--- src/rtl/pxpk_pkg.sv ---
package pxpk_pkg;
  localparam int BYTE_W  = 8;
  localparam int LANES   = 4;
  localparam int WORD_W  = LANES * BYTE_W;
  localparam int CNT_W   = $clog2(2 * LANES);

  typedef struct packed {
    logic             ok;
    logic [CNT_W-1:0] nbytes;
  } fmt_info_t;

  function automatic fmt_info_t fmt_decode(input logic [3:0] code);
    fmt_info_t f;
    f.ok     = 1'b1;
    f.nbytes = CNT_W'(2);
    unique case (code)
      4'd0, 4'd1, 4'd2, 4'd3, 4'd6, 4'd7: f.nbytes = CNT_W'(2);
      4'd8, 4'd9:                         f.nbytes = CNT_W'(3);
      4'd12, 4'd13, 4'd14, 4'd15:         f.nbytes = CNT_W'(4);
      default: begin
        f.ok     = 1'b0;
        f.nbytes = '0;
      end
    endcase
    return f;
  endfunction
endpackage

--- src/rtl/pxpk_encode.sv ---
module pxpk_encode
  import pxpk_pkg::*;
(
  input  logic [3:0]        fmt,
  input  logic              alpha_en,
  input  logic              alpha_inv,
  input  logic [BYTE_W-1:0] r,
  input  logic [BYTE_W-1:0] g,
  input  logic [BYTE_W-1:0] b,
  input  logic [BYTE_W-1:0] a,
  output logic [WORD_W-1:0] bytes_o
);
  logic [BYTE_W-1:0] av, hi, lo;

  always_comb begin
    av = alpha_en ? (alpha_inv ? ~a : a) : {BYTE_W{~alpha_inv}};
    hi = fmt[0] ? r : b;
    lo = fmt[0] ? b : r;
    bytes_o = '0;
    unique case (fmt[3:2])
      2'b00: bytes_o[15:0] = fmt[1] ?
               {hi[7:4], g[7:4], lo[7:4], av[7:4]} :
               {av[7:4], hi[7:4], g[7:4], lo[7:4]};
      2'b01: bytes_o[15:0] = {hi[7:3], g[7:2], lo[7:3]};
      2'b10: bytes_o[23:0] = {hi, g, lo};
      default: bytes_o = fmt[1] ? {hi, g, lo, av} : {av, hi, g, lo};
    endcase
  end
endmodule

--- src/rtl/pxpk_packer.sv ---
module pxpk_packer
  import pxpk_pkg::*;
(
  input  logic              clk,
  input  logic              rst,
  input  logic              pix_vld,
  input  logic [WORD_W-1:0] pix_bytes,
  input  logic [CNT_W-1:0]  pix_n,
  input  logic              pix_eol,
  input  logic [LANES-1:0]  lane_en,
  output logic              take_ok,
  input  logic              out_ready,
  output logic              out_valid,
  output logic [WORD_W-1:0] out_data,
  output logic [LANES-1:0]  out_be
);
  localparam int ACC_W = 2 * WORD_W;

  logic [WORD_W-1:0] acc;
  logic [CNT_W-1:0]  fill;
  logic              flush_pend;
  logic              slot_free;
  logic [ACC_W-1:0]  merged;
  logic [CNT_W-1:0]  total;

  function automatic logic [LANES-1:0] lane_mask(input logic [CNT_W-1:0] n);
    logic [LANES-1:0] m;
    for (int i = 0; i < LANES; i++) m[i] = (i < int'(n));
    return m;
  endfunction

  assign slot_free = !out_valid || out_ready;
  assign take_ok   = slot_free && !flush_pend;
  assign merged    = {{WORD_W{1'b0}}, acc} |
                     ({{WORD_W{1'b0}}, pix_bytes} << (32'(fill) << 3));
  assign total     = fill + pix_n;

  always_ff @(posedge clk) begin
    if (rst) begin
      acc        <= '0;
      fill       <= '0;
      flush_pend <= 1'b0;
      out_valid  <= 1'b0;
      out_data   <= '0;
      out_be     <= '0;
    end else begin
      if (out_valid && out_ready) out_valid <= 1'b0;
      if (flush_pend && slot_free) begin
        out_valid  <= 1'b1;
        out_data   <= acc;
        out_be     <= lane_mask(fill) & lane_en;
        acc        <= '0;
        fill       <= '0;
        flush_pend <= 1'b0;
      end else if (pix_vld && take_ok) begin
        if (int'(total) >= LANES) begin
          out_valid  <= 1'b1;
          out_data   <= merged[WORD_W-1:0];
          out_be     <= lane_en;
          acc        <= merged[ACC_W-1:WORD_W];
          fill       <= total - CNT_W'(LANES);
          flush_pend <= pix_eol && (int'(total) != LANES);
        end else if (pix_eol && total != '0) begin
          out_valid <= 1'b1;
          out_data  <= merged[WORD_W-1:0];
          out_be    <= lane_mask(total) & lane_en;
          acc       <= '0;
          fill      <= '0;
        end else begin
          acc  <= merged[WORD_W-1:0];
          fill <= total;
        end
      end
    end
  end
endmodule

--- src/rtl/pix_pack_top.sv ---
module pix_pack_top
  import pxpk_pkg::*;
(
  input  logic              clk,
  input  logic              rst,
  input  logic [3:0]        cfg_fmt,
  input  logic              cfg_alpha_en,
  input  logic              cfg_alpha_inv,
  input  logic [LANES-1:0]  cfg_lane_en,
  input  logic              in_valid,
  output logic              in_ready,
  input  logic [BYTE_W-1:0] in_r,
  input  logic [BYTE_W-1:0] in_g,
  input  logic [BYTE_W-1:0] in_b,
  input  logic [BYTE_W-1:0] in_a,
  input  logic              in_eol,
  output logic              out_valid,
  input  logic              out_ready,
  output logic [WORD_W-1:0] out_data,
  output logic [LANES-1:0]  out_be,
  output logic              fmt_err
);
  fmt_info_t         info;
  logic [WORD_W-1:0] enc;

  assign info = fmt_decode(cfg_fmt);

  pxpk_encode u_enc (
    .fmt       (cfg_fmt),
    .alpha_en  (cfg_alpha_en),
    .alpha_inv (cfg_alpha_inv),
    .r         (in_r),
    .g         (in_g),
    .b         (in_b),
    .a         (in_a),
    .bytes_o   (enc)
  );

  pxpk_packer u_pack (
    .clk       (clk),
    .rst       (rst),
    .pix_vld   (in_valid && info.ok),
    .pix_bytes (enc),
    .pix_n     (info.nbytes),
    .pix_eol   (in_eol),
    .lane_en   (cfg_lane_en),
    .take_ok   (in_ready),
    .out_ready (out_ready),
    .out_valid (out_valid),
    .out_data  (out_data),
    .out_be    (out_be)
  );

  always_ff @(posedge clk) begin
    if (rst) fmt_err <= 1'b0;
    else if (in_valid && in_ready && !info.ok) fmt_err <= 1'b1;
  end
endmodule

--- config.mk ---
export PLATFORM = sky130hd
export DESIGN_NAME = pix_pack_top
export DESIGN_NICKNAME = d
export VERILOG_FILES = /design/src/rtl/pxpk_pkg.sv /design/src/rtl/pxpk_encode.sv /design/src/rtl/pxpk_packer.sv /design/src/rtl/pix_pack_top.sv
export SDC_FILE = /design/constraint.sdc
export NUM_CORES = 1
export LEC_CHECK = 0
export CORE_MARGIN = 4
export CORE_UTILIZATION = 31
export DETAILED_ROUTE_END_ITERATION = 6
export PLACE_DENSITY_LB_ADDON = 0.12
export RECOVER_POWER = 25
export SETUP_SLACK_MARGIN = 0.3
export SLEW_MARGIN = 5
export SYNTH_ARGS = -nofsm -noshare
export SYNTH_HDL_FRONTEND = slang
export SYNTH_SLANG_ARGS = --single-unit
--- constraint.sdc ---
create_clock -name clk -period 5.3 [get_ports clk]
set_input_delay 0.795 -clock clk [delete_from_list [all_inputs] [get_ports clk]]
set_output_delay 0.795 -clock clk [all_outputs]
set_load 0.03 [all_outputs]
==> Yosys cells after proc, flatten, opt, wreduce, memory -nomap -nowiden <==
Cells that the tools add are included.
{ "op_classes": {"n_bitwise": 5, "n_eq_ne": 14, "reduce_logical": 27, "n_shift": 1, "order_cmp": 9, "mux": 28, "n_addsub": 2} }
{ "ops": {"columns": ["cell", "n"], "rows": [
  ["two-way mux 32 bit", 7],
  ["OR 32 x 64 -> 64 bit", 1],
  ["<< shifter 32 x 6 -> 64 bit", 1],
  ["one-hot mux 16 bit (3 select lines)", 1],
  ["two-way mux 8 bit", 5],
  ["equality test 4 bit, second input constant", 6],
  ["two-way mux 16 bit", 1],
  ["two-way mux 4 bit", 4],
  ["one-hot mux 8 bit (2 select lines)", 1],
  ["less-than comparator 1 x 3 -> 1 bit, first input constant", 4],
  ["less-than comparator 2 x 3 -> 1 bit, first input constant", 4],
  ["OR reduction 12 bit", 1],
  ["logical AND 1 bit", 9],
  ["one-hot mux 3 bit (3 select lines)", 1],
  ["bitwise AND 4 bit", 2],
  ["equality test 4 x 2 -> 1 bit, second input constant", 2],
  ["equality test 4 x 3 -> 1 bit, second input constant", 2],
  ["inverter 8 bit", 1],
  ["two-way mux 1 bit", 6],
  ["two-way mux 3 bit", 2],
  ["nonzero test 3 bit", 2],
  ["OR reduction 2 bit", 3],
  ["OR reduction 6 bit", 1],
  ["equality test 4 x 1 -> 1 bit, second input constant", 1],
  ["15 further kinds", 18]
]} }
{ "totals": {"output_inout_bits": 39, "elab_cells": 93, "input_bits": 47, "register_bits": 74} }

==> Logic depth before layout (Yosys ltp) <==
{ "logic_depth": {"depth_word": 11, "mapped_depth": 14, "ltp_nobuf": 9} }

==> Cells and area by module <==
A second synthesis with hierarchy kept.
{ "unflattened": {"hier_cells": 760, "hier_area_um2": 5728.0} }
{ "by_module_without_submodules": {"columns": ["mod", "area_each_um2", "cells_per_inst", "instances"], "rows": [
  ["pxpk_packer", 4456.8, 556, 1],
  ["pxpk_encode", 1179.9, 193, 1],
  ["pix_pack_top", 91.3, 11, 1]
]} }

==> Worst setup path after synthesis <==
Ideal clock, no wire load.
{ "synth_path": {"kind": "input to register", "start": "in cfg_fmt[3]", "end": "reg u_pack.acc[13]", "n_path_buf": 5, "arrival_time_ns": 3.457, "required_ns": 5.213, "setup_time_ns": 0.087, "cell_stages": 13, "setup_slack_ns": 1.755, "path_cell_list": "buf_2 -> buf_1 -> buf_2 -> and2_1 -> ha_1 -> fa_1 -> buf_2 -> xnor3_1 -> nand2_1 -> a21oi_1 -> clkbuf_1 -> a22oi_1 -> o31ai_1"} }
{ "synth_via": {"elab_chain_len": 8} }
{ "synth_lines": {"columns": ["element", "line_no", "text"], "rows": [
  ["start: declaration", "pix_pack_top.sv:6", "input logic [3:0] cfg_fmt,"],
  ["parallel branches: the longest is 8 deep, another holds adder 3 bit", null, null],
  ["end signal: assignment", "pxpk_packer.sv:60", "acc <= merged[ACC_W-1:WORD_W];"],
  ["end signal: assignment", "pxpk_packer.sv:70", "acc <= merged[WORD_W-1:0];"],
  ["end: declaration", "pxpk_packer.sv:19", "logic [WORD_W-1:0] acc;"]
]} }
Several ways; the timed one is not identified.
A chain may end at the register's enable or synchronous reset.

==> Final worst setup path <==
{ "layout_path": {"start": "in cfg_fmt[3]", "end": "reg u_pack.out_data[4]"} }
{ "layout_via": {"elab_chain_len": 9} }
{ "layout_lines": {"columns": ["element", "line_no", "text"], "rows": [
  ["parallel branches: the longest is 9 deep, another holds adder 3 bit", null, null],
  ["end signal: assignment", "pxpk_packer.sv:58", "out_data <= merged[WORD_W-1:0];"],
  ["end signal: assignment", "pxpk_packer.sv:65", "out_data <= merged[WORD_W-1:0];"],
  ["end: declaration", "pxpk_packer.sv:14", "output logic [WORD_W-1:0] out_data,"]
]} }
Several ways; the timed one is not identified. The select of a mux whose other input is x is not followed.

==> impl_metrics.json <==
{
  "start_util_pct": 31.51,
  "fp-row-count": 48,
  "first_pass_iters": 5,
  "core_area_um2": 17240,
  "ios": 86,
  "grtUsageTotal_pct": 23.08,
  "clockPowerShare_pct": 33.9,
  "synth_nets": 740,
  "hold_buffers": 0,
  "grt_start_max_net_pins": 46,
  "avgViaCountPerCell": 6.202,
  "final_layout_size_suffix_gt1_share_pct": 9.019,
  "overflow": 0,
  "clk_pin_slew_ns": 0.06,
  "status": "completed",
  "worst_pin_slew_ns": 1.148,
  "rsz0062_at_grt": "false",
  "ir_worst_vdd_v": 0.0001594,
  "maxCapViolations": 0,
  "yosys_most_used_dff": "dfxtp_1",
  "gp_congestion": 1.018,
  "p_sw_share_pct": 35.91,
  "yosysTopAreaCellShare_pct": 27.27,
  "drt_iter0_markers": 616,
  "yosysTopAreaCell": "dfxtp_1",
  "worstSetupEndpointType": "register",
  "final_antenna_net_count": 0,
  "drc": 0,
  "syn_area_um2": 5431,
  "slew_headroom_pct": 23.45,
  "antenna_cells": 0,
  "finalSetupViolCount": 0,
  "place_ws_ns": 0.9045,
  "min_to": "u_pack.acc[25]",
  "htreeDepth": 3,
  "fmax_ghz": 0.2412,
  "ctsResizeCount": 0,
  "portBuffers": 85,
  "cp-start-kind": "input pin",
  "setup_ws_ns": 1.153,
  "synth_common_cells": "dfxtp_1, nor2_1, nand2_1, o21ai_0, a21oi_1",
  "seqCellArea_um2": 1481,
  "wl_um": 23430,
  "post-cts-setup-buffer-count": 0,
  "place_hpwl_um": 17350,
  "detail_route.wl_per_cell_um": 23.94,
  "rr_worst_depth": 9,
  "die_h_um": 140.4,
  "finalHoldViolations": 0,
  "power_frac_seq_pct": 32.6,
  "switching_power_uw": 714.9,
  "synth-edff-count": 0,
  "cts_tree": "yes",
  "critical_path_arrival_ns": 4.34,
  "p_per_area_nw_per_um2": 295.5,
  "worstHoldStart": "u_pack.acc[25]",
  "cts_sinks": 74,
  "required_ns": 5.50,
  "rrSetupSlack_ns": 1.91,
  "p_int_mw": 1.276,
  "whs_path_depth": 2,
  "first_global_vias": 5940,
  "slowest_delay_ns": 0.69,
  "die_x_um": 140.4,
  "die_area_um2": 19700,
  "cts_root_buf": "clkbuf_16",
  "crit_fanout": 25,
  "vias": 6072,
  "cts_buffer_depth": 2,
  "p_leak_nw": 2.531,
  "fin_tns_setup_ns": 0,
  "clkLatencyLatePin_ns": 0.34,
  "fin_crit_sh_pct": 78.24,
  "combPwrFrac_pct": 33.6,
  "async_flop_share_pct": 0,
  "yosysWarnings": 0,
  "area_growth_syn_to_layout_pct": 24.05,
  "numCtsBuffers": 9,
  "syn_area_per_cell_um2": 7.860,
  "r2r-end": "u_pack.out_data[4]",
  "synth_seq_area_share_pct": 27.27,
  "layout.nets": 798,
  "slew_violations": 0,
  "ys_types": 90,
  "critPathSlowestCell": "clkdlybuf4s50_1",
  "grt_pass1_wl_um": 35540,
  "multi_input_area_um2": 3635,
  "synth_cells": 691,
  "synth-seq-cells": 74,
  "fillers": 1777,
  "synth_area_leaders": "dfxtp_1, mux2i_1, nor2_1, o21ai_0, a21oi_1",
  "hold_class": "reg -> reg",
  "grt_antenna_before_repair": 0,
  "critPathKind": "in -> reg",
  "clock_skew_ns": 0.008024,
  "fin_crit_ns": 4.147,
  "rr_startpoint": "u_pack.fill[0]",
  "crit_chain": "clkdlybuf4s50_1 -> and2_1 -> ha_1 -> fa_1 -> xnor3_1 -> nand2_1 -> a21oi_2 -> buf_4 -> a211oi_1 -> nor3_1"
}
how the worst max path moves through the flow:
stage / end / start / slack, ns / cells past startpoint
5_1_grt: u_pack.acc[19] / cfg_fmt[3] / 1.0 / 9
3_5_place_dp: u_pack.out_data[4] / cfg_fmt[3] / 0.90 / 10
2_1_floorplan: u_pack.acc[13] / cfg_fmt[3] / 1.76 / 13
3_3_place_gp: u_pack.out_data[4] / cfg_fmt[3] / 0.99 / 10
4_1_cts: u_pack.out_data[4] / cfg_fmt[3] / 1.27 / 10
6_report: u_pack.out_data[4] / cfg_fmt[3] / 1.15 / 10
routing by layer:
layer / up-vias / GRT usage [%] / wire length (µm)
met2: 307 / 36.39 / 10430
met4: 0 / 8.567 / 803
li1: 2772 / - / -
met1: 2945 / 31.05 / 10360
met3: 48 / 4.848 / 1847
met5: - / 0 / 0
cells in the final DEF (no fill, tap or decap), drive strengths merged, types with 4 or more instances in the layout:
master and count:
a211o 5, a211oi 26, a21o 10, a21oi 42
a221o 5, a221oi 12, a22oi 8, a31oi 18
a32oi 6, and2 9, and3 9, buf 16
clkbuf 12, clkdlybuf4s50 57, dfxtp 74, dlygate4sd3 28
inv 12, mux2 12, mux2i 29, nand2 51
nand2b 12, nand3 11, nor2 76, nor2b 9
nor3 27, nor4 4, o211ai 12, o21ai 46
o221ai 4, o22ai 17, o2bb2ai 6, o31ai 10
o32ai 5, or3 6, xnor2 8
kinds of logic (layout without fill, tap and decap cells):
kind of cell    after synthesis  after routing  synth area share, %
xor+xnor                     13             13                2.603
buf+inv                      67            130                5.874
compound gates              269            269                35.59
mux                          41             41                7.901
flops                        74             74                27.27
simple gates                225            225                20.16
fa+ha+maj                     2              2               0.5989
critical path, delay by kind of cell:
family	cells	cell delay, ns
AOI/OAI and AO/OA	2	0.67
adders and majority gates	2	0.77
and+or+nand+nor	3	0.64
xor gates and xnor gates	1	0.52
buffers and inverters	2	0.95
state kept, by name, summed over array words and instances (netlist names):
signal	count
u_pack.out_be	4
u_pack.out_valid	1
u_pack.acc	32
u_pack.fill	3
fmt_err	1
u_pack.out_data	32
u_pack.flush_pend	1
layout make-up:
cell class              count  area share, %
clock buffers              12          3.658
repair buffers            101          14.41
multi-input cells         550          53.95
flip-flops and latches     74          21.99
well taps                 225          4.178
clock inverters             4          1.096
inverters                  13         0.7242
through the flow:
step,std cells,cell area [µm²],hold slack (ns),util [%],power (mW)
floorplan,691,5431,0.4248,-,1.068
global placement,963,6417,0.4341,37.23,1.328
detailed placement,963,6417,0.4436,37.23,1.326
CTS,979,6738,0.4596,39.09,2.001
global route,979,6738,0.4630,39.09,2.070
finish,979,6738,0.4547,39.09,1.991
power by group through the flow:
stage,clock network [mW],logic [mW],registers [mW]
5_1_grt,0.705,0.710,0.656
2_1_floorplan,0,0.354,0.714
3_3_place_gp,0,0.667,0.661
3_5_place_dp,0,0.665,0.661
4_1_cts,0.684,0.667,0.650
6_report,0.674,0.668,0.648
(Power assumes the default switching activity.)
